`config.mk`:
```
export PLATFORM = sky130hd
export DESIGN_NAME = ps_cfg_master
export DESIGN_NICKNAME = d
export VERILOG_FILES = /design/src/rtl/ps_cfg_pkg.sv /design/src/rtl/ps_pin_sync.sv /design/src/rtl/ps_level_wait.sv /design/src/rtl/ps_bit_shifter.sv /design/src/rtl/ps_cfg_master.sv
export SDC_FILE = /design/constraint.sdc
export NUM_CORES = 1
export LEC_CHECK = 0
export BUFFER_PORTS_ARGS = -buffer_cell sky130_fd_sc_hd__buf_2
export CORE_MARGIN = 1.5
export CORE_UTILIZATION = 36
export DETAILED_ROUTE_END_ITERATION = 8
export PLACE_DENSITY_LB_ADDON = 0.2
export SLEW_MARGIN = 10
export SYNTH_ARGS = -nofsm -noshare
export SYNTH_HDL_FRONTEND = slang
export SYNTH_SLANG_ARGS = --single-unit
```
`constraint.sdc`:
```
create_clock -name clk -period 9.6 [get_ports clk]
set_input_delay 1.44 -clock clk [delete_from_list [all_inputs] [get_ports clk]]
set_output_delay 1.44 -clock clk [all_outputs]
set_load 0.01 [all_outputs]
```
`src/rtl/ps_cfg_pkg.sv`:
```
package ps_cfg_pkg;

   typedef enum logic [2:0] {
      ERR_NONE    = 3'd0,
      ERR_INIT    = 3'd1,
      ERR_NOACK   = 3'd2,
      ERR_NOTRDY  = 3'd3,
      ERR_CFG     = 3'd4,
      ERR_DONE_TO = 3'd5
   } ps_err_e;

   typedef enum logic [3:0] {
      S_IDLE,
      S_CHK_INIT,
      S_RST,
      S_RDY,
      S_GAP,
      S_LOAD,
      S_SETTLE,
      S_DONE_WAIT,
      S_TRAIL
   } ps_state_e;

   function automatic int max4(input int a, input int b, input int c, input int d);
      int m;
      m = a;
      if (b > m) m = b;
      if (c > m) m = c;
      if (d > m) m = d;
      return m;
   endfunction

endpackage

```
`src/rtl/ps_pin_sync.sv`:
```
module ps_pin_sync #(
   parameter int   STAGES  = 2,
   parameter logic RST_VAL = 1'b0
) (
   input  logic clk,
   input  logic rst_n,
   input  logic din,
   output logic dout
);

   logic [STAGES-1:0] q;

   generate
      if (STAGES == 1) begin : g_single
         always_ff @(posedge clk or negedge rst_n) begin
            if (!rst_n) q[0] <= RST_VAL;
            else        q[0] <= din;
         end
      end else begin : g_chain
         always_ff @(posedge clk or negedge rst_n) begin
            if (!rst_n) q <= {STAGES{RST_VAL}};
            else        q <= {q[STAGES-2:0], din};
         end
      end
   endgenerate

   assign dout = q[STAGES-1];

endmodule

```
`src/rtl/ps_level_wait.sv`:
```
module ps_level_wait #(
   parameter int POLL_CYC = 4,
   parameter int CW       = 8
) (
   input  logic          clk,
   input  logic          rst_n,
   input  logic          go,
   input  logic          goal,
   input  logic [CW-1:0] limit,
   input  logic          pin,
   output logic          hit,
   output logic          miss
);

   localparam int PW = (POLL_CYC > 1) ? $clog2(POLL_CYC) : 1;

   logic          active;
   logic [PW-1:0] pc;
   logic [CW-1:0] tot;
   logic          poll_now;

   assign poll_now = active && (pc == PW'(POLL_CYC - 1));

   always_ff @(posedge clk or negedge rst_n) begin
      if (!rst_n) begin
         active <= 1'b0;
         pc     <= '0;
         tot    <= '0;
         hit    <= 1'b0;
         miss   <= 1'b0;
      end else begin
         hit  <= 1'b0;
         miss <= 1'b0;
         if (go) begin
            active <= 1'b1;
            pc     <= '0;
            tot    <= '0;
         end else if (active) begin
            tot <= tot + CW'(1);
            if (poll_now) begin
               pc <= '0;
               if (pin == goal) begin
                  hit    <= 1'b1;
                  active <= 1'b0;
               end else if (tot + CW'(1) >= limit) begin
                  miss   <= 1'b1;
                  active <= 1'b0;
               end
            end else begin
               pc <= pc + PW'(1);
            end
         end
      end
   end

endmodule

```
`src/rtl/ps_bit_shifter.sv`:
```
module ps_bit_shifter #(
   parameter int HALF_CYC = 2
) (
   input  logic       clk,
   input  logic       rst_n,
   input  logic       ld_valid,
   input  logic [7:0] ld_data,
   input  logic       ld_last,
   output logic       ld_ready,
   output logic       dclk,
   output logic       data0,
   output logic       byte_end,
   output logic       byte_last
);

   localparam int DW = (HALF_CYC > 1) ? $clog2(HALF_CYC) : 1;

   logic          full;
   logic [7:0]    sh;
   logic [2:0]    nbit;
   logic          lastf;
   logic          clk_q;
   logic [DW-1:0] dv;
   logic          phase_end;

   assign phase_end = (dv == DW'(HALF_CYC - 1));

   always_ff @(posedge clk or negedge rst_n) begin
      if (!rst_n) begin
         full      <= 1'b0;
         sh        <= '0;
         nbit      <= '0;
         lastf     <= 1'b0;
         clk_q     <= 1'b0;
         dv        <= '0;
         byte_end  <= 1'b0;
         byte_last <= 1'b0;
      end else begin
         byte_end  <= 1'b0;
         byte_last <= 1'b0;
         if (!full) begin
            if (ld_valid) begin
               full  <= 1'b1;
               sh    <= ld_data;
               nbit  <= '0;
               lastf <= ld_last;
               dv    <= '0;
            end
         end else if (phase_end) begin
            dv <= '0;
            if (!clk_q) begin
               clk_q <= 1'b1;
            end else begin
               clk_q <= 1'b0;
               sh    <= {1'b0, sh[7:1]};
               nbit  <= nbit + 3'd1;
               if (nbit == 3'd7) begin
                  full      <= 1'b0;
                  byte_end  <= 1'b1;
                  byte_last <= lastf;
               end
            end
         end else begin
            dv <= dv + DW'(1);
         end
      end
   end

   assign ld_ready = !full;
   assign dclk     = clk_q;
   assign data0    = sh[0];

endmodule

```
`src/rtl/ps_cfg_master.sv`:
```
module ps_cfg_master
   import ps_cfg_pkg::*;
#(
   parameter int CLK_HALF_CYC = 2,
   parameter int POLL_CYC     = 1000,
   parameter int T_ACK_CYC    = 200,
   parameter int T_RDY_CYC    = 23000,
   parameter int T_ST2CK_CYC  = 200,
   parameter int T_DONE_CYC   = 50000,
   parameter int SYNC_STAGES  = 2,
   parameter int HAS_DONE_PIN = 1
) (
   input  logic       clk,
   input  logic       rst_n,
   input  logic       start,
   input  logic       in_valid,
   input  logic [7:0] in_data,
   input  logic       in_last,
   output logic       in_ready,
   input  logic       nstatus,
   input  logic       conf_done,
   output logic       nconfig,
   output logic       dclk,
   output logic       data0,
   output logic       busy,
   output logic       done,
   output logic [2:0] err_code
);

   localparam int LIM_MAX = max4(T_ACK_CYC, T_RDY_CYC, T_DONE_CYC,
                                 T_ST2CK_CYC + SYNC_STAGES);
   localparam int CW      = $clog2(LIM_MAX + 2) + 1;

   generate
      if (CLK_HALF_CYC < 1 || POLL_CYC < 1 || T_ST2CK_CYC < 1 ||
          SYNC_STAGES < 1 || T_ACK_CYC < 1 || T_RDY_CYC < 1 || T_DONE_CYC < 1) begin : g_bad_cfg
         $error("ps_cfg_master: timing parameters must all be at least 1");
      end
      if (HAS_DONE_PIN != 0 && HAS_DONE_PIN != 1) begin : g_bad_done
         $error("ps_cfg_master: HAS_DONE_PIN must be 0 or 1");
      end
   endgenerate

   ps_state_e     st;
   ps_err_e       err_q;
   logic          done_q;
   logic          got_last;
   logic          trail_sent;
   logic [CW-1:0] tcnt;
   logic          wgo;

   logic          nst_s;
   logic          cd_s;

   logic          w_goal;
   logic [CW-1:0] w_lim;
   logic          w_pin;
   logic          w_hit;
   logic          w_miss;

   logic          sh_valid;
   logic [7:0]    sh_data;
   logic          sh_last;
   logic          sh_ready;
   logic          sh_take;
   logic          b_end;
   logic          b_last;
   logic          last_end;

   // pin synchronizers; the done input exists only when the build asks for it
   ps_pin_sync #(.STAGES(SYNC_STAGES), .RST_VAL(1'b1)) u_sync_nst (
      .clk (clk), .rst_n (rst_n), .din (nstatus), .dout (nst_s)
   );

   generate
      if (HAS_DONE_PIN != 0) begin : g_done_pin
         ps_pin_sync #(.STAGES(SYNC_STAGES), .RST_VAL(1'b0)) u_sync_cd (
            .clk (clk), .rst_n (rst_n), .din (conf_done), .dout (cd_s)
         );
      end else begin : g_no_done_pin
         assign cd_s = 1'b1;
      end
   endgenerate

   // one poller serves all three deadline waits
   always_comb begin
      case (st)
         S_RST: begin
            w_goal = 1'b0;
            w_lim  = CW'(T_ACK_CYC);
            w_pin  = nst_s;
         end
         S_DONE_WAIT: begin
            w_goal = 1'b1;
            w_lim  = CW'(T_DONE_CYC);
            w_pin  = cd_s;
         end
         default: begin
            w_goal = 1'b1;
            w_lim  = CW'(T_RDY_CYC);
            w_pin  = nst_s;
         end
      endcase
   end

   ps_level_wait #(.POLL_CYC(POLL_CYC), .CW(CW)) u_wait (
      .clk   (clk),
      .rst_n (rst_n),
      .go    (wgo),
      .goal  (w_goal),
      .limit (w_lim),
      .pin   (w_pin),
      .hit   (w_hit),
      .miss  (w_miss)
   );

   // shifter feed: image bytes while loading, one zero byte while trailing
   assign sh_valid = ((st == S_LOAD) && in_valid && !got_last) ||
                     ((st == S_TRAIL) && !trail_sent);
   assign sh_data  = (st == S_TRAIL) ? 8'h00 : in_data;
   assign sh_last  = (st == S_TRAIL) ? 1'b1  : in_last;
   assign sh_take  = sh_valid && sh_ready;
   assign in_ready = (st == S_LOAD) && !got_last && sh_ready;
   assign last_end = b_end && b_last;

   ps_bit_shifter #(.HALF_CYC(CLK_HALF_CYC)) u_shift (
      .clk       (clk),
      .rst_n     (rst_n),
      .ld_valid  (sh_valid),
      .ld_data   (sh_data),
      .ld_last   (sh_last),
      .ld_ready  (sh_ready),
      .dclk      (dclk),
      .data0     (data0),
      .byte_end  (b_end),
      .byte_last (b_last)
   );

   always_ff @(posedge clk or negedge rst_n) begin
      if (!rst_n) begin
         st         <= S_IDLE;
         err_q      <= ERR_NONE;
         done_q     <= 1'b0;
         got_last   <= 1'b0;
         trail_sent <= 1'b0;
         tcnt       <= '0;
         wgo        <= 1'b0;
      end else begin
         wgo <= 1'b0;
         case (st)
            S_IDLE: begin
               if (start) begin
                  st         <= S_CHK_INIT;
                  err_q      <= ERR_NONE;
                  done_q     <= 1'b0;
                  got_last   <= 1'b0;
                  trail_sent <= 1'b0;
               end
            end
            S_CHK_INIT: begin
               if (!nst_s) begin
                  err_q <= ERR_INIT;
                  st    <= S_IDLE;
               end else begin
                  st  <= S_RST;
                  wgo <= 1'b1;
               end
            end
            S_RST: begin
               if (w_hit) begin
                  st  <= S_RDY;
                  wgo <= 1'b1;
               end else if (w_miss) begin
                  err_q <= ERR_NOACK;
                  st    <= S_IDLE;
               end
            end
            S_RDY: begin
               if (w_hit) begin
                  st   <= S_GAP;
                  tcnt <= '0;
               end else if (w_miss) begin
                  err_q <= ERR_NOTRDY;
                  st    <= S_IDLE;
               end
            end
            S_GAP: begin
               if (tcnt == CW'(T_ST2CK_CYC - 1)) st <= S_LOAD;
               else                             tcnt <= tcnt + CW'(1);
            end
            S_LOAD: begin
               if (sh_take && in_last) got_last <= 1'b1;
               if (last_end) begin
                  st   <= S_SETTLE;
                  tcnt <= '0;
               end
            end
            S_SETTLE: begin
               // let the status pin pass the synchronizer before judging it
               if (tcnt == CW'(SYNC_STAGES)) begin
                  if (!nst_s) begin
                     err_q <= ERR_CFG;
                     st    <= S_IDLE;
                  end else if (HAS_DONE_PIN != 0) begin
                     st  <= S_DONE_WAIT;
                     wgo <= 1'b1;
                  end else begin
                     st <= S_TRAIL;
                  end
               end else begin
                  tcnt <= tcnt + CW'(1);
               end
            end
            S_DONE_WAIT: begin
               if (w_hit) begin
                  st <= S_TRAIL;
               end else if (w_miss) begin
                  err_q <= ERR_DONE_TO;
                  st    <= S_IDLE;
               end
            end
            S_TRAIL: begin
               if (sh_take) trail_sent <= 1'b1;
               if (last_end) begin
                  done_q <= 1'b1;
                  st     <= S_IDLE;
               end
            end
            default: st <= S_IDLE;
         endcase
      end
   end

   assign nconfig  = (st != S_RST);
   assign busy     = (st != S_IDLE);
   assign done     = done_q;
   assign err_code = err_q;

endmodule

```
Yosys cells after proc, flatten, opt, wreduce, memory -nomap -nowiden

Cells that the tools add are included.

Register bits: 79
Input port bits: 15
Word-level logic and storage cells: 181

Add/subtract/negate cells: 5
$lt $le $gt $ge: 1
Equality and inequality tests: 34
Mux-type cells: 88
Bitwise operators: 1
Reduce and logical (&&, ||, !) cells: 30

Operators by type and width:

| kind                    | number |
|---|---|
| $mux W17                | 6 |
| $pmux W17 S4            | 1 |
| $mux W3                 | 15 |
| $mux W1                 | 41 |
| $mux W8                 | 5 |
| $mux W4                 | 9 |
| $pmux W4 S9             | 1 |
| $add A17 B1 Y17 const B | 2 |
| $pmux W16 S2            | 1 |
| $mux W10                | 3 |
| $ne A2 B2 Y1 const B    | 15 |
| $pmux W3 S6             | 1 |
| $eq A17 B2 Y1 const B   | 1 |
| $eq A17 B8 Y1 const B   | 1 |
| $ge A17 B16 Y1          | 1 |
| $eq A4 B3 Y1 const B    | 4 |
| $reduce_and A3 Y1       | 4 |
| $reduce_and A11 Y1      | 1 |
| $add A10 B1 Y10 const B | 1 |
| $eq A10 B10 Y1 const B  | 1 |
| $ne A2 B1 Y1 const B    | 5 |
| $reduce_and A5 Y1       | 2 |
| $logic_and A1 B1 Y1     | 9 |
| $eq A4 B2 Y1 const B    | 2 |
| other kinds (18)        | 27 |

Depth between registers and ports, before layout

Gate-level depths: netlist of the first run.

Depth after elaboration: 8
Depth in mapped cells: 13
Gate-level depth less buffers: 12

Hierarchy

A second synthesis of the first run with hierarchy kept.

Cell total of the unflattened synthesis: 545
Area total of the unflattened synthesis: 5057.4 µm²

By module, submodules not included:

| module                              | instances | cells each | area each (µm²) |
|---|---|---|---|
| ps_level_wait                       | 1         | 242        | 2127.0 |
| ps_cfg_master                       | 1         | 224        | 1920.6 |
| ps_bit_shifter                      | 1         | 75         | 907.1 |
| ps_pin_sync at u_sync_nst           | 1         | 2          | 52.6 |
| ps_pin_sync at g_done_pin.u_sync_cd | 1         | 2          | 50.0 |

Worst setup path after synthesis of the first run

OpenSTA, ideal clock, no wires.

Path type: register to register
From: register u_wait.tot[0]
To: register u_wait.miss
Library setup time: 0.066 ns
Data arrival time: 2.962 ns
Required time: 9.534 ns
Setup slack: 6.572 ns
Cell stages (with the launch flop): 13
Path buffers: 0
Cells stage by stage: dfrtp_1 > ha_1 > inv_1 > nor3_2 > nand3_1 > xnor2_1 > ha_1 > nand3_1 > or3_1 > o41a_1 > o211a_1 > o32ai_2 > and2_1

Longest elaborated chain between the ends: 7

RTL lines:

| item                     | line                | RTL |
|---|---|---|
| start: declaration       | ps_level_wait.sv:19 | `logic [CW-1:0] tot;` |
| start signal: assignment | ps_level_wait.sv:39 | `tot <= tot + CW'(1);` |
| $add A17 B1 Y17          | ps_level_wait.sv:45 | `end else if (tot + CW'(1) >= limit) begin` |
| $ge A17 B16 Y1           | ps_level_wait.sv:45 |  |
| $mux W1                  | ps_level_wait.sv:45 |  |
| $mux W1                  | ps_level_wait.sv:42 | `if (pin == goal) begin` |
| $mux W1                  | ps_level_wait.sv:40 | `if (poll_now) begin` |
| $mux W1                  | ps_level_wait.sv:38 | `end else if (active) begin` |
| $mux W1                  | ps_level_wait.sv:34 | `if (go) begin` |
| end signal: assignment   | ps_level_wait.sv:30 | `miss <= 1'b0;` |
| end signal: assignment   | ps_level_wait.sv:33 | `miss <= 1'b0;` |
| end signal: assignment   | ps_level_wait.sv:46 | `miss <= 1'b1;` |
| end: declaration         | ps_level_wait.sv:12 | `output logic miss` |

No other way between the ends.
A chain may end at the register's enable or synchronous reset.

Worst setup path after layout of the first run

From: register st[1]
To: output nconfig

Longest elaborated chain between the ends: 1

RTL lines:

| item                     | line                 | RTL |
|---|---|---|
| start: declaration       | ps_cfg_master.sv:44  | `ps_state_e st;` |
| start signal: assignment | ps_cfg_master.sv:141 | `st <= S_IDLE;` |
| start signal: assignment | ps_cfg_master.sv:153 | `st <= S_CHK_INIT;` |
| start signal: assignment | ps_cfg_master.sv:163 | `st <= S_IDLE;` |
| $ne A4 B2 Y1             | ps_cfg_master.sv:234 | `assign nconfig = (st != S_RST);` |
| end: declaration         | ps_cfg_master.sv:22  | `output logic nconfig,` |

No other way between the ends.

==> results of run 1 <==
## final timing paths
kind | to | slack (ps) | start | cells after the start
hold / removal | u_sync_nst.q[1] | 360 | u_sync_nst.q[0] | 0
min in group asynchronous | u_wait.pc[6] | 1260 | rst_n | 1
setup / recovery | nconfig | 6120 | st[1] | 4
hold reg to reg | u_sync_nst.q[1] | 360 | u_sync_nst.q[0] | 0
setup reg to reg | u_wait.miss | 6240 | st[1] | 11
max in group asynchronous | u_shift.sh[2] | 7690 | rst_n | 1
## per-stage QoR
| step | power [uW] | hold slack, ps | worst slack, ps | cell area (um^2) |
|---|---|---|---|---|
| floorplan | 343 | 331 | 6570 | 4500 |
| global placement | 353 | 343 | 6410 | 4700 |
| detailed placement | 354 | 352 | 6270 | 4700 |
| CTS | 677 | 361 | 6120 | 4980 |
| global route | 690 | 365 | 6020 | 4980 |
| finish | 664 | 361 | 6120 | 4980 |
## logic make-up after synthesis
kind of cell	synth area share
AOI/OAI and AO/OA	0.149
xor gates and xnor gates	0.0720
adders and majority gates	0.0417
buffers and inverters	0.0431
DFF	0.440
muxes	0.00889
and+or+nand+nor	0.246
## metal layers
| layer | wire length, um | track usage | vias up | part of all wire |
|---|---|---|---|---|
| met5 | 0 | 0 | - | 0 |
| met4 | 221 | 0.0765 | 0 | 0.024 |
| met3 | 238 | 0.0306 | 16 | 0.026 |
| met2 | 4160 | 0.232 | 40 | 0.45 |
| met1 | 4640 | 0.216 | 1695 | 0.50 |
| li1 | - | - | 1778 | - |
## critical path, delay by kind of cell (launching register included)
family	cells	cell delay, ps
flops	1	700
simple gates	2	680
buf+inv	2	310
## cells in the final DEF (no fill, tap or decap), drive strengths merged, types with 5 or more instances in the layout
cell type,n
dfrtp,77
nand4,17
nand3,26
nor2,60
a21oi,36
o31ai,10
inv,18
nand2,46
and3,19
clkbuf,12
buf,23
nor2b,5
xor2,20
xnor2,17
nand2b,8
nor3,9
ha,15
o21ai,40
## flip-flops by register name (all words and copies together) (netlist names), 2 cells and up
register	cells
u_wait.pc	10
u_shift.sh	8
st	4
u_wait.tot	17
g_done_pin.u_sync_cd.q	2
tcnt	17
u_sync_nst.q	2
u_shift.nbit	3
err_code	3
## final cells by class
| cell class | instances | area, um^2 | area share |
|---|---|---|---|
| Clock inverter | 4 | 30.0 | 0.00603 |
| Sequential cell | 79 | 1980 | 0.398 |
| Timing Repair Buffer | 23 | 118 | 0.0236 |
| Inverter | 17 | 63.8 | 0.0128 |
| Multi-Input combinational cell | 377 | 2330 | 0.468 |
| Tap cell | 168 | 210 | 0.0422 |
| Clock buffer | 12 | 246 | 0.0495 |
## power by group through the flow
stage / logic, uW / registers, uW / clock network (uW)
6_report: 11.8 / 335 / 318
5_1_grt: 14.2 / 335 / 341
4_1_cts: 12.7 / 335 / 329
3_5_place_dp: 12.6 / 341 / 0
3_3_place_gp: 12.6 / 341 / 0
2_1_floorplan: 2.68 / 340 / 0
==> impl_metrics.csv, run 1 <==
group,metric,value,unit
outcome,status,"complete, no violations",
grt,antenna_found_initial,0,
clocking,holdBufCountCts,0,
setup_path,start_kind,"flop",
floorplan,placementRows,40,
sta,clock.fmax,287,MHz
sta,fin_crit_sh,0.363,
logic_synthesis,synth_flop_cell,"sky130_fd_sc_hd__dfrtp_1",
placement,place.detailed.instances,664,
logic_synthesis,synth_area_leaders,"sky130_fd_sc_hd__dfrtp_1 (43%), sky130_fd_sc_hd__nor2_1 (4.9%), sky130_fd_sc_hd__o21ai_0 (4.3%), sky130_fd_sc_hd__ha_1 (4.2%), sky130_fd_sc_hd__a21oi_1 (4.0%)",
sta,final_hold_violations,0,
floorplan,core,0.0121,mm^2
sta,worst_clock_skew,5.65,ps
layout,finalNetCount,537,
logic_synthesis,synth_commonest_cells,"sky130_fd_sc_hd__dfrtp_1 (77), sky130_fd_sc_hd__nor2_1 (59), sky130_fd_sc_hd__nand2_1 (46), sky130_fd_sc_hd__o21ai_0 (39), sky130_fd_sc_hd__a21oi_1 (36)",
grt,maximum_number_of_pins_on_one_net_before_global_route_repair,80,
power_and_ir_drop,cell_internal_power,521,uW
placement,place_hpwl,6.38,mm
routing,dr.first_iter.drc_count,206,
power_and_ir_drop,vdd.ir_drop.worst,95.4,uV
routing,postRouteAntennaNets,0,
logic_synthesis,post-synth-top-count-cell,"sky130_fd_sc_hd__dfrtp_1",
layout,antenna_cells,0,
sta,total_negative_setup_slack,0,ps
setup_path,worst-setup-path-type,"reg2out",
clocking,cts_resizes,0,
setup_path,slowest_delay,700,ps
floorplan,initial_core_util,0.372,
sta,setup_viol,0,
clocking,tritoncts,"built",
setup_path,worst_path_arrival_time,2040,ps
logic_synthesis,netlist_instances,502,
routing,num_vias,3529,
clocking,clk_path_buf_depth,2,
clocking,cts_root_buf,"sky130_fd_sc_hd__clkbuf_16",
clocking,cts_inserted_buffers,9,
floorplan,die-height,115,um
sta,timing_max_transition_violations_final,0,
grt,grt_ovf,0,
floorplan,die-area,0.0132,mm^2
power_and_ir_drop,p_sw_frac,0.216,
logic_synthesis,sequential_element_share_of_the_synthesized_area,0.440,
logic_synthesis,synth_area,0.00450,mm^2
logic_synthesis,synth-edff-count,0,
routing,detailedRoute.firstPassIterationCount,4,
routing,avgViaCountPerCell,5.19,
logic_synthesis,netlist-cell-type-count,57,
logic_synthesis,ys.warnings.count,0,
setup_path,timing.critical_path.slowest_stage_cell,"sky130_fd_sc_hd__dfrtp_1",
job,number_of_max_cap_violations,0,
layout,area_growth,10.5,%
power_and_ir_drop,net_switching_power_of_the_design,144,uW
setup_path,worstSetupEndpointType,"output pin",
logic_synthesis,syn_area_per_cell,8.97,um^2
placement,numPortBuffers,23,
sta,slew_headroom,0.329,
grt,first_global_vias,3463,
logic_synthesis,postSynthNetCount,532,
layout,layout.cells.non_filler,680,
placement,globalplace.congestion,0.839,
clocking,cts_post_setup_buffers_inserted,0,
layout,fraction_of_layout_instances_using_a_drive_strength_above_1,0.104,
setup_path,path_max_fanout,20,
power_and_ir_drop,seq_power_share,0.504,
sta,final.min_clock_period,3480,ps
layout,utilization,0.411,
power_and_ir_drop,power.density,134,mW/mm^2
power_and_ir_drop,share_clk_of_total_power,0.478,
hold_path,min_path_type,"reg2reg",
routing,drc_errors,0,
routing,avgRoutedWirePerCell,13.6,um
setup_path,critical_path_required,8160,ps
grt,global_route.usage.total,0.155,
power_and_ir_drop,cellLeakagePower,0.00225,uW
setup_path,worstPathCellList,"nand2b_1 -> nor3_1 -> inv_1 -> buf_2",
layout,filler_cell_count,1235,
logic_synthesis,netlist.area_leader.share,0.428,
clocking,cts-htree-levels,3,
sta,unrepaired_setup_endpoints_after_global_routing,"no",
power_and_ir_drop,fraction_of_power_consumed_by_combinational_cells,0.018,
logic_synthesis,synth_async_sr_flop_share,1.00,
routing,detail_route.wirelength,9.26,mm
clocking,clk_latency_worst_skew_pair,340,ps
floorplan,design.portCount,24,
logic_synthesis,yosysTopAreaCell,"sky130_fd_sc_hd__dfrtp_1",
clocking,clkTransAtPathRegs,60,ps
grt,grt_first_pass_wirelength,16.3,mm
logic_synthesis,synth-seq-cells,79,
clocking,tritoncts_num_sinks,79,
sta,tightest_slew,1010,ps
floorplan,dieWidth,115,um
No activity file was read; power rests on OpenSTA's default activity.
==> inputs of run 2 (changes only) <==
==> constraint.sdc (replaced) <==
create_clock -name clk -period 3.3 [get_ports clk]
set_input_delay 0.495 -clock clk [delete_from_list [all_inputs] [get_ports clk]]
set_output_delay 0.495 -clock clk [all_outputs]
set_load 0.01 [all_outputs]
==> impl_metrics.csv, run 2 (synthesized netlist as in run 1, its figures left out) <==
group,metric,value,unit
outcome,status,"complete, no violations",
sta,setup_viol,0,
floorplan,design.portCount,24,
floorplan,initial_core_util,0.372,
placement,detailedPlace.worstSlack,115,ps
layout,filler_cell_count,1211,
power_and_ir_drop,vdd.ir_drop.worst,425,uV
grt,grt_first_pass_wirelength,16.7,mm
routing,avgViaCountPerCell,5.11,
hold_path,min_path_type,"in2reg",
grt,antenna_found_initial,0,
layout,utilization,0.424,
floorplan,die-area,0.0132,mm^2
clocking,holdBufCountCts,0,
setup_path,worstSetupEndpointType,"flop",
placement,place_area,0.00479,mm^2
layout,reg_top3,"tcnt (17), u_wait.tot (17), u_wait.pc (10)",
sta,fin_crit_sh,0.936,
routing,postRouteAntennaNets,0,
layout,fraction_of_layout_instances_using_a_drive_strength_above_1,0.139,
clocking,tritoncts_num_sinks,79,
clocking,clk_path_buf_depth,2,
floorplan,dieWidth,115,um
sta,worst_clock_skew,7.23,ps
job,number_of_max_cap_violations,0,
placement,globalplace.congestion,0.841,
setup_path,worstPathCellList,"nand4_1 -> nor3_4 -> nand3_2 -> xnor2_1 -> ha_1 -> nand3_1 -> or3_1 -> o41a_1 -> o211a_1 -> o32ai_2 -> and2_1",
sta,slew_headroom,0.336,
clocking,clk_latency_worst_skew_pair,350,ps
sta,unrepaired_setup_endpoints_after_global_routing,"no",
setup_path,start_kind,"flop",
layout,layout_commonest_cell,"sky130_fd_sc_hd__dfrtp_1",
layout,final_cell_area,0.00513,mm^2
sta,finalWorstSetupSlack,210,ps
grt,maximum_number_of_pins_on_one_net_before_global_route_repair,80,
sta,total_negative_setup_slack,0,ps
setup_path,worst-setup-path-type,"reg2reg",
sta,final_hold_violations,0,
grt,grt_ovf,0,
clocking,tritoncts,"built",
setup_path,critical_path_required,3580,ps
clocking,cts-htree-levels,3,
routing,detailedRoute.firstPassIterationCount,5,
layout,antenna_cells,0,
layout,area_growth,14.0,%
clocking,cts_root_buf,"sky130_fd_sc_hd__clkbuf_16",
sta,timing_max_transition_violations_final,0,
routing,dr.first_iter.drc_count,218,
floorplan,die-height,115,um
clocking,cts_inserted_buffers,9,
floorplan,core,0.0121,mm^2
setup_path,worst_path_arrival_time,3370,ps
grt,global_route.usage.total,0.161,
routing,num_vias,3546,
clocking,clkTransAtPathRegs,60,ps
sta,tightest_slew,997,ps
layout,finalNetCount,551,
power_and_ir_drop,cellLeakagePower,0.00236,uW
setup_path,slowest_delay,450,ps
sta,final.min_clock_period,3090,ps
routing,detail_route.wirelength,9.50,mm
floorplan,placementRows,40,
setup_path,path_max_fanout,7,
routing,avgRoutedWirePerCell,13.7,um
power_and_ir_drop,power.density,394,mW/mm^2
routing,drc_errors,0,
placement,place_hpwl,6.49,mm
setup_path,timing.critical_path.slowest_stage_cell,"sky130_fd_sc_hd__dfrtp_1",
grt,first_global_vias,3384,
placement,numPortBuffers,23,
layout,most-common-layout-cells,"sky130_fd_sc_hd__dfrtp_1 (75), sky130_fd_sc_hd__nor2_1 (58), sky130_fd_sc_hd__nand2_1 (46)",
sta,clock.fmax,324,MHz
==> run 2: final cells by class <==
type / count / area (um^2) / area share
repair buffers: 37 / 223 / 0.0434
clock inverters: 7 / 81.3 / 0.0158
well taps: 168 / 210 / 0.0410
inverters: 17 / 63.8 / 0.0124
flip-flops and latches: 79 / 1980 / 0.386
multi-input cells: 377 / 2350 / 0.457
clock buffers: 9 / 225 / 0.0439
==> run 2: metrics by stage <==
stage | std cells | power [uW] | hold slack (ps)
2_1_floorplan | 502 | 998 | 199
3_3_place_gp | 676 | 1030 | 339
3_5_place_dp | 676 | 1030 | 335
4_1_cts | 692 | 2070 | 229
5_1_grt | 694 | 2120 | 228
6_report | 694 | 2020 | 245
==> run 2: layer usage <==
| layer | track usage | part of all wire | vias to the layer above |
|---|---|---|---|
| li1 | - | - | 1805 |
| met1 | 0.227 | 0.50 | 1677 |
| met2 | 0.238 | 0.45 | 56 |
| met3 | 0.0416 | 0.035 | 8 |
| met4 | 0.0576 | 0.015 | 0 |
| met5 | 0 | 0 | - |
==> run 2: final timing paths <==
path / slack, ps / from / cells past startpoint / to
hold reg to reg: 350 / g_done_pin.u_sync_cd.q[0] / 0 / g_done_pin.u_sync_cd.q[1]
max in group asynchronous: 2310 / rst_n / 1 / u_wait.tot[6]
setup reg to reg: 210 / u_wait.tot[7] / 11 / u_wait.miss
min in group asynchronous: 320 / rst_n / 1 / u_wait.tot[2]
hold / removal: 250 / nstatus / 1 / u_sync_nst.q[0]
setup / recovery: 210 / u_wait.tot[7] / 11 / u_wait.miss
==> run 2: worst max-delay path, delay by kind of cell (launching register included) <==
kind	cells	cell delay, ps
flops	1	450
compound gates	3	890
xor+xnor	1	150
fa+ha+maj	1	300
simple gates	6	1250
==> run 2: power by group <==
part           internal [uW]  switching, uW
Sequential               972           1.90
Combinational           10.1           24.3
Clock                    596            420
Total                   1580            446
==> run 2: repair_timing <==
item                                    4_1_cts  5_1_grt
resized for setup                             0        6
endpoints found under the setup margin        0        2
setup buffers                                 0        2
